## src/rtl/evbuf_pkg.sv

```systemverilog
package evbuf_pkg;
    typedef enum logic [1:0] {
        ST_FILL  = 2'd0,
        ST_ARMED = 2'd1,
        ST_POST  = 2'd2,
        ST_HALT  = 2'd3
    } acq_state_t;
endpackage

```

## src/rtl/evbuf_acq_fsm.sv

```systemverilog
module evbuf_acq_fsm
    import evbuf_pkg::*;
#(
    parameter int WIN_LEN = 16,
    localparam int OFF_W  = $clog2(WIN_LEN),
    localparam int POST_W = $clog2(WIN_LEN + 1)
) (
    input  logic              clk,
    input  logic              rst_n,
    input  logic              smp_valid,
    input  logic              trig,
    input  logic              full,
    input  logic              spare,
    input  logic [POST_W-1:0] cfg_post,
    output logic              wr_en,
    output logic              trig_acc,
    output logic              freeze,
    output logic [OFF_W-1:0]  wr_off
);
    localparam logic [POST_W-1:0] WIN_LAST = POST_W'(WIN_LEN - 1);
    localparam logic [OFF_W-1:0]  OFF_LAST = OFF_W'(WIN_LEN - 1);

    acq_state_t        state_q, state_d;
    logic [POST_W-1:0] win_q;
    logic [POST_W-1:0] post_q;
    logic [OFF_W-1:0]  off_q;
    logic              block;

    assign block  = full && !spare;
    assign wr_off = off_q;

    // state register
    always_ff @(posedge clk) begin
        if (!rst_n) state_q <= ST_FILL;
        else        state_q <= state_d;
    end

    // outputs
    always_comb begin
        wr_en    = 1'b0;
        trig_acc = 1'b0;
        freeze   = 1'b0;
        unique case (state_q)
            ST_FILL:  wr_en = smp_valid && !block;
            ST_ARMED: begin
                wr_en    = smp_valid && !block;
                trig_acc = trig && !full;
            end
            ST_POST: begin
                wr_en  = smp_valid && !block;
                freeze = wr_en && (post_q == cfg_post - 1'b1);
            end
            ST_HALT: ;
        endcase
    end

    // transitions
    always_comb begin
        state_d = state_q;
        unique case (state_q)
            ST_FILL: begin
                if (block)                          state_d = ST_HALT;
                else if (wr_en && win_q == WIN_LAST) state_d = ST_ARMED;
            end
            ST_ARMED: begin
                if (block)         state_d = ST_HALT;
                else if (trig_acc) state_d = ST_POST;
            end
            ST_POST:  if (freeze) state_d = ST_ARMED;
            ST_HALT:  if (!full)  state_d = ST_FILL;
        endcase
    end

    always_ff @(posedge clk) begin
        if (!rst_n) begin
            off_q  <= '0;
            win_q  <= '0;
            post_q <= '0;
        end else begin
            if (freeze)     off_q <= '0;
            else if (wr_en) off_q <= (off_q == OFF_LAST) ? '0 : off_q + 1'b1;

            if (state_q == ST_HALT)             win_q <= '0;
            else if (state_q == ST_FILL && wr_en) win_q <= win_q + 1'b1;

            if (trig_acc)                         post_q <= '0;
            else if (state_q == ST_POST && wr_en) post_q <= post_q + 1'b1;
        end
    end

    assert_post_hold_R4: assert property (@(posedge clk) disable iff (!rst_n)
        (state_q == ST_POST && !freeze) |=> !trig_acc);
endmodule

```

## src/rtl/evbuf_ring.sv

```systemverilog
module evbuf_ring #(
    parameter int NBUF_MAX = 1024,
    localparam int CNT_W   = $clog2(NBUF_MAX + 1),
    localparam int IDX_W   = $clog2(NBUF_MAX)
) (
    input  logic             clk,
    input  logic             rst_n,
    input  logic [CNT_W-1:0] cfg_nbuf,
    input  logic             freeze,
    input  logic             rel,
    output logic [CNT_W-1:0] level,
    output logic [IDX_W-1:0] wr_idx,
    output logic [IDX_W-1:0] rd_idx
);
    logic [CNT_W-1:0] cnt_q;
    logic [IDX_W-1:0] wr_q, rd_q;
    logic             rel_ok;
    logic [CNT_W-1:0] last_idx;

    assign rel_ok   = rel && (cnt_q != '0);
    assign last_idx = cfg_nbuf - 1'b1;
    assign level    = cnt_q;
    assign wr_idx   = wr_q;
    assign rd_idx   = rd_q;

    always_ff @(posedge clk) begin
        if (!rst_n) begin
            cnt_q <= '0;
            wr_q  <= '0;
            rd_q  <= '0;
        end else begin
            unique case ({freeze, rel_ok})
                2'b10:   cnt_q <= cnt_q + 1'b1;
                2'b01:   cnt_q <= cnt_q - 1'b1;
                default: cnt_q <= cnt_q;
            endcase
            if (freeze) wr_q <= (CNT_W'(wr_q) == last_idx) ? '0 : wr_q + 1'b1;
            if (rel_ok) rd_q <= (CNT_W'(rd_q) == last_idx) ? '0 : rd_q + 1'b1;
        end
    end

    logic [CNT_W:0] ring_sum;
    logic [CNT_W:0] ring_pos;
    assign ring_sum = (CNT_W + 1)'(rd_q) + (CNT_W + 1)'(cnt_q);
    assign ring_pos = (ring_sum >= (CNT_W + 1)'(cfg_nbuf)) ?
                      ring_sum - (CNT_W + 1)'(cfg_nbuf) : ring_sum;

    assert_level_cap_R5: assert property (@(posedge clk) disable iff (!rst_n)
        cnt_q <= cfg_nbuf);
    assert_ring_order_R6: assert property (@(posedge clk) disable iff (!rst_n)
        ring_pos == (CNT_W + 1)'(wr_q));
endmodule

```

## src/rtl/evbuf_status.sv

```systemverilog
module evbuf_status #(
    parameter int NBUF_MAX = 1024,
    localparam int CNT_W   = $clog2(NBUF_MAX + 1)
) (
    input  logic [CNT_W-1:0] level,
    input  logic [CNT_W-1:0] cfg_nbuf,
    input  logic [CNT_W-1:0] cfg_afull,
    input  logic             cfg_spare,
    output logic             full,
    output logic             busy,
    output logic             ev_ready
);
    logic [CNT_W-1:0] full_mark;

    assign full_mark = cfg_spare ? cfg_nbuf - 1'b1 : cfg_nbuf;
    assign full      = (level >= full_mark);
    assign busy      = full || ((cfg_afull != '0) && (level >= cfg_afull));
    assign ev_ready  = (level != '0);
endmodule

```

## src/rtl/evbuf_mgr.sv

```systemverilog
module evbuf_mgr #(
    parameter int NBUF_MAX = 1024,
    parameter int WIN_LEN  = 16,
    localparam int CNT_W   = $clog2(NBUF_MAX + 1),
    localparam int IDX_W   = $clog2(NBUF_MAX),
    localparam int OFF_W   = $clog2(WIN_LEN),
    localparam int POST_W  = $clog2(WIN_LEN + 1)
) (
    input  logic              clk,
    input  logic              rst_n,
    input  logic [CNT_W-1:0]  cfg_nbuf,
    input  logic              cfg_spare,
    input  logic [CNT_W-1:0]  cfg_afull,
    input  logic [POST_W-1:0] cfg_post,
    input  logic              smp_valid,
    input  logic              trig,
    input  logic              rel,
    output logic              trig_acc,
    output logic              wr_en,
    output logic [IDX_W-1:0]  wr_buf,
    output logic [OFF_W-1:0]  wr_off,
    output logic [IDX_W-1:0]  rd_buf,
    output logic [CNT_W-1:0]  fill_level,
    output logic              ev_ready,
    output logic              full,
    output logic              busy
);
    logic freeze;

    evbuf_acq_fsm #(.WIN_LEN(WIN_LEN)) u_fsm (
        .clk       (clk),
        .rst_n     (rst_n),
        .smp_valid (smp_valid),
        .trig      (trig),
        .full      (full),
        .spare     (cfg_spare),
        .cfg_post  (cfg_post),
        .wr_en     (wr_en),
        .trig_acc  (trig_acc),
        .freeze    (freeze),
        .wr_off    (wr_off)
    );

    evbuf_ring #(.NBUF_MAX(NBUF_MAX)) u_ring (
        .clk      (clk),
        .rst_n    (rst_n),
        .cfg_nbuf (cfg_nbuf),
        .freeze   (freeze),
        .rel      (rel),
        .level    (fill_level),
        .wr_idx   (wr_buf),
        .rd_idx   (rd_buf)
    );

    evbuf_status #(.NBUF_MAX(NBUF_MAX)) u_status (
        .level     (fill_level),
        .cfg_nbuf  (cfg_nbuf),
        .cfg_afull (cfg_afull),
        .cfg_spare (cfg_spare),
        .full      (full),
        .busy      (busy),
        .ev_ready  (ev_ready)
    );

    assert_no_trig_when_full_R7: assert property (@(posedge clk) disable iff (!rst_n)
        trig_acc |-> !full);
    assert_no_write_when_halted_R7: assert property (@(posedge clk) disable iff (!rst_n)
        (full && !cfg_spare) |-> !wr_en);
    assert_refill_gate_R8: assert property (@(posedge clk) disable iff (!rst_n)
        (!cfg_spare && $fell(full)) |=> !trig_acc);
    assert_spare_writes_R9: assert property (@(posedge clk) disable iff (!rst_n)
        (full && cfg_spare && smp_valid) |-> wr_en);
endmodule

```

## config.mk

```make
export PLATFORM = sky130hd
export DESIGN_NAME = evbuf_mgr
export DESIGN_NICKNAME = d
export VERILOG_FILES = /design/src/rtl/evbuf_pkg.sv /design/src/rtl/evbuf_acq_fsm.sv /design/src/rtl/evbuf_ring.sv /design/src/rtl/evbuf_status.sv /design/src/rtl/evbuf_mgr.sv
export SDC_FILE = /design/constraint.sdc
export NUM_CORES = 1
export LEC_CHECK = 0
export BUFFER_PORTS_ARGS = -buffer_cell sky130_fd_sc_hd__buf_4
export CORE_MARGIN = 2
export CORE_UTILIZATION = 52
export DETAILED_ROUTE_END_ITERATION = 16
export PLACE_DENSITY = 0.85
export SYNTH_ARGS = -nofsm -noshare
export SYNTH_HDL_FRONTEND = slang
export SYNTH_SLANG_ARGS = --single-unit
```

## constraint.sdc

```tcl
create_clock -name clk -period 5.48 [get_ports clk]
set_input_delay 0.822 -clock clk [delete_from_list [all_inputs] [get_ports clk]]
set_output_delay 0.822 -clock clk [all_outputs]
set_load 0.005 [all_outputs]
```

Yosys cells after proc, flatten, opt, wreduce, memory -nomap -nowiden
Index checks and enable logic that the tools add are counted.
{ "word_totals": {"regBits": 47, "input_bits": 33, "out_inout_bits": 40, "word_cells": 70} }
{ "op_classes": {"addsub": 9, "order_cmp": 2, "n_eq_ne": 14, "mux": 15, "bitwise_logic": 1, "reduce_logical": 22} }
{ "ops": {"columns": ["cell", "n"], "rows": [
  ["$eq 10x11->1", 2],
  ["$ge 11x11->1", 2],
  ["$pmux 11 s2", 1],
  ["$reduce_bool 11->1", 2],
  ["$sub 11x1->11 const B", 2],
  ["$add 10x1->10 const B", 2],
  ["$mux 10", 2],
  ["$mux 2", 6],
  ["$add 11x1->11 const B", 1],
  ["$mux 11", 1],
  ["$add 5x1->5 const B", 2],
  ["$logic_and 1x1->1", 9],
  ["$pmux 2 s4", 1],
  ["$eq 2x2->1 const B", 3],
  ["$reduce_or 2->1", 3],
  ["$eq 5x4->1 const B", 1],
  ["$eq 5x5->1", 1],
  ["$sub 5x1->5 const B", 1],
  ["$add 4x1->4 const B", 1],
  ["$eq 2x1->1 const B", 2],
  ["$eq 4x4->1 const B", 1],
  ["$mux 4", 1],
  ["$reduce_and 4->1", 1],
  ["$logic_not 1->1", 3],
  ["10 further kinds", 12]
]} }

Longest topological paths before layout
{ "logic_depth": {"ltp_word": 11, "ltp_mapped": 26, "depth_no_buf": 23} }

Cells and area by module
From an unflattened synthesis, not the netlist that was laid out.
{ "hier_totals": {"hier_cells": 516, "area_unflattened_um2": 4108.9} }
{ "by_module_without_submodules": {"columns": ["module", "instances", "cells_each", "area_per_inst_um2", "seq_area_each_um2"], "rows": [
  ["evbuf_ring", 1, 308, 2416.1, 620.6],
  ["evbuf_acq_fsm", 1, 109, 944.7, 320.3],
  ["evbuf_status", 1, 99, 748.2, 0.0]
]} }

Least setup slack after synthesis
OpenSTA, ideal clock, no wires.
{ "synth_path": {"path_kind": "input to register", "from": "input port cfg_nbuf[0]", "to": "register u_ring.cnt_q[8] (netlist: u_ring.level[8])", "setup_time_ps": 130, "arrival_ps": 5455, "required_time_ps": 5350, "path_slack_ps": -105, "cell_stages": 25, "n_path_buf": 3, "path_cell_list": "buf_6 > inv_1 > ha_1 > buf_4 > or4b_4 > nor2_4 > nand2_1 > xor2_1 > ha_1 > o21ai_0 > o21ai_0 > a21oi_2 > o21ai_2 > a21oi_2 > inv_2 > clkbuf_1 > ha_1 > ha_1 > nor2b_1 > o21a_1 > o21a_1 > o41a_1 > a21oi_1 > xor2_1 > o31ai_1"} }
{ "synth_between": {"elab_chain_cells": 10, "word_cells_on_any_way": 12, "classes_between": "add/sub: 1; order compare: 1; eq/ne: 2; mux: 3; reduce/logical: 5"} }
{ "synth_lines": {"columns": ["item", "line", "rtl"], "rows": [
  ["start, declared", "evbuf_mgr.sv:11", "input logic [CNT_W-1:0] cfg_nbuf,"],
  ["$sub 11x1->11", "evbuf_status.sv:15", "assign full_mark = cfg_spare ? cfg_nbuf - 1'b1 : cfg_nbuf;"],
  ["$mux 11 *", "evbuf_status.sv:15", null],
  ["$ge 11x11->1 *", "evbuf_status.sv:16", "assign full = (level >= full_mark);"],
  ["$logic_and 1x1->1 *", "evbuf_acq_fsm.sv:29", "assign block = full && !spare;"],
  ["$logic_not 1->1 *", "evbuf_acq_fsm.sv:50", "wr_en = smp_valid && !block;"],
  ["$logic_and 1x1->1 *", "evbuf_acq_fsm.sv:50", null],
  ["$logic_and 1x1->1 *", "evbuf_acq_fsm.sv:51", "freeze = wr_en && (post_q == cfg_post - 1'b1);"],
  ["$mux 1 *", "evbuf_acq_fsm.sv:43", "unique case (state_q)"],
  ["$eq 2x1->1 / $eq 2x2->1 (equally long branches)", "evbuf_ring.sv:32", "unique case ({freeze, rel_ok})"],
  ["$pmux 11 s2 / $reduce_bool 2->1 (equally long branches)", null, null],
  ["end signal, assigned", "evbuf_ring.sv:33", "2'b10: cnt_q <= cnt_q + 1'b1;"],
  ["end signal, assigned", "evbuf_ring.sv:34", "2'b01: cnt_q <= cnt_q - 1'b1;"],
  ["end signal, assigned", "evbuf_ring.sv:35", "default: cnt_q <= cnt_q;"],
  ["end, declared", "evbuf_ring.sv:15", "logic [CNT_W-1:0] cnt_q;"]
]} }
Mark *: on every way between the ends. The rest lies on a longest branch, timed or not.
A chain may end at the register's enable or synchronous reset.

Worst setup path after layout
{ "layout_path": {"from": "input port cfg_nbuf[0]", "to": "register u_ring.cnt_q[10] (netlist: u_ring.level[10])"} }
Same word-level chain as after synthesis.

==> impl_metrics.yaml <==
clock_tree:
  root_buffer: "clkbuf_8"
  worstSkewPairLatency_ps: 310
  cts_tree: "yes"
  cts_buffer_depth: 2
  holdBufCountCts: 0
  htreeDepth: 2
  cts_made_buffers: 5
  clk_pin_slew_ps: 90
  cts.sinks: 47
routing:
  routedWlPerCell_um: 15.3
  first_iter_violations: 232
  antenna_left: 0
  first_pass_iters: 5
  via_count: 4276
  drc: 0
  viasPerCell: 6.01
  drt_wl_total_um: 10900
outcome:
  status: "finished, final reports clean"
timing:
  tightest_slew_ps: 699
  fmax_ghz: 0.195
  fin_worst_skew_ps: 14.8
  final_max_slew_viol_count: 0
  min_period_over_period: 0.934
  setup_viol: 0
  slew_headroom: 0.522
  hold_viol: 0
  hold_slack_ps: 523
  fin_setup_tns_ps: 0
  rsz0062_at_grt: "no"
  fin_crit_ps: 5120
yosys:
  ys.flop_type: "dfxtp_1"
  synthCells: 544
  yosysMostFrequentCell: "dfxtp_1"
  ys_top_cells_by_count: "dfxtp_1, nor2_1, nand2_1"
  avgSynthCellArea_um2: 7.83
  yosysWarnings: 0
  yosys.area.top_type: "dfxtp_1"
  synthArstFlopShare: 0
  synth_edf_count: 0
  synth_top_area_share: 0.221
  ys_ff_latch: 47
  synth.distinct_cells: 75
  syn_nets: 618
  yosysSeqAreaShare: 0.221
  synthTopCellsByArea: "dfxtp_1, ha_1, xor2_1"
  syn_area_um2: 4260
worst_hold_path:
  hold_class: "register to register"
  min-delay-start: "u_fsm.wr_off[3]$_SDFFE_PP0P_"
pwr:
  switching_power_mw: 0.189
  ir_drop_uv: 85.2
  pwr_density_cell_nw_per_um2: 136
  combPwrFrac: 0.173
  netSwitchingFraction: 0.280
  p_seq_frac: 0.515
  internal_power_mw: 0.486
  clockPowerShare: 0.313
  power_leakage_nw: 2.14
worst_setup_path:
  worstSetupPathType: "primary input to register"
  cp.required_ps: 5730
  critPathArrivalTime_ps: 5370
  endpoint_kind: "register"
  cp-start-kind: "primary input"
  critPathMaxFanout: 15
  r2r-start: "u_ring.level[0]$_SDFFE_PN0P_"
  setup.worst_path.start: "cfg_nbuf[0]"
global_routing:
  grt_pass1_wl_um: 17700
  antenna_found_initial: 0
  overflow: 0
  grt_pass1_vias: 3827
  grt_max_degree: 31
  grt_use_total: 0.244
die:
  start_util: 0.526
  core_area_um2: 8090
  die_x_um: 94.5
  dieHeight_um: 94.5
  die_area_um2: 8930
  rows: 33
  ios: 73
placement:
  placed_area_um2: 4870
  gp_congestion: 0.909
  placedCellCount: 703
  dp_hpwl_um: 8320
  io_buffer_count: 72
flow_run:
  max_cap_viol_count: 0
layout:
  design_area_um2: 4950
  final_nets: 679
  antennaDiodeCount: 0
  final_cells: 711
  utilization: 0.612
  drive_gt1_frac: 0.167
  area_delta_synth_final_pct: 16.4
[critical path: stages]
cell and delay, ps:
buf_4 150, inv_1 60, ha_1 150, or4b_4 480, nor2_4 170, nand3_1 110, xor2_1 160, ha_1 290
a211oi_1 220, o21ai_0 160, a21oi_2 240, o21ai_4 140, a21oi_2 190, inv_2 60, ha_2 280, ha_1 340
nor2b_1 160, o21a_1 180, o21a_1 200, o41a_1 330, a41o_1 260, o21bai_1 150, nand3_1 70
[power groups by stage]
stage / Combinational, mW / Clock [mW] / Sequential, mW
after floorplan: 0.0748 / 0 / 0.355
after global placement: 0.112 / 0 / 0.355
after detailed placement: 0.115 / 0 / 0.356
after CTS: 0.116 / 0.213 / 0.348
after global routing: 0.128 / 0.230 / 0.349
final: 0.117 / 0.211 / 0.348
[cell type report]
cell class                 count  area (um^2)
timing repair buffer          77          578
fill                         714         3140
sequential                    47          941
clock inverter                 1         5.00
clock buffer                   7         76.3
inverter                      37          139
tap                          105          131
multi-input combinational    437         3080
[cells by family after synthesis]
logic type               share of synthesized area
AO/OA/AOI/OAI                                0.207
XOR/XNOR                                     0.113
adder cells (fa/ha/maj)                      0.122
buffers and inverters                       0.0570
flip-flops                                   0.221
multiplexers                                0.0120
AND/OR/NAND/NOR                              0.268
[cell usage in the layout (no fill, tap or decap), types with 6 or more instances in the layout]
cell type / synthesis / final
o31ai_1: 6 / 6
nor3_1: 16 / 16
nor4_1: 9 / 9
ha_1: 40 / 39
nand4_1: 12 / 12
buf_4: 1 / 77
inv_1: 35 / 35
xor2_1: 24 / 24
nand2_1: 42 / 42
xnor2_1: 23 / 23
nor2_1: 43 / 43
nand3_1: 30 / 30
and3_1: 12 / 12
o21ai_0: 27 / 27
a21oi_1: 32 / 32
o21a_1: 11 / 11
a211oi_1: 7 / 7
dfxtp_1: 47 / 47
or3_1: 9 / 9
[layer usage]
| layer | track usage | up-vias | part of all wire |
|---|---|---|---|
| li1 | - | 2119 | - |
| met1 | 0.315 | 1998 | 0.44 |
| met2 | 0.425 | 145 | 0.48 |
| met3 | 0.0407 | 14 | 0.061 |
| met4 | 0.0616 | 0 | 0.013 |
| met5 | 0 | - | 0 |
[worst paths after layout]
check	endpoint	slack [ps]	cells past startpoint
worst min-delay path	u_fsm.wr_off[3]$_SDFFE_PP0P_	520	2
worst min register to register	u_fsm.wr_off[3]$_SDFFE_PP0P_	520	2
worst max register to register	u_ring.level[10]$_SDFFE_PN0P_	1500	17
worst max-delay path	u_ring.level[10]$_SDFFE_PN0P_	360	23
[repair_timing]
| action | in CTS | in global routing |
|---|---|---|
| buffers inserted | 0 | 0 |
| endpoints found under the setup margin | 0 | 1 |
| resized for setup | 0 | 1 |
| endpoints found under the hold margin | 0 | 0 |
[sequential cells by signal, summed over array words and instances (netlist names)]
register and count:
u_fsm.state_q 2, u_fsm.wr_off 4, u_ring.wr_idx 10, u_fsm.post_q 5, u_ring.rd_idx 10, u_ring.level 11, u_fsm.win_q 5
[stage by stage]
step | worst slack, ps | total power, mW
after floorplan | 9.25 | 0.430
after global placement | 251 | 0.467
after detailed placement | 123 | 0.471
after CTS | 386 | 0.676
after global routing | 10.3 | 0.706
final | 359 | 0.676
(Power assumes the default switching activity.)
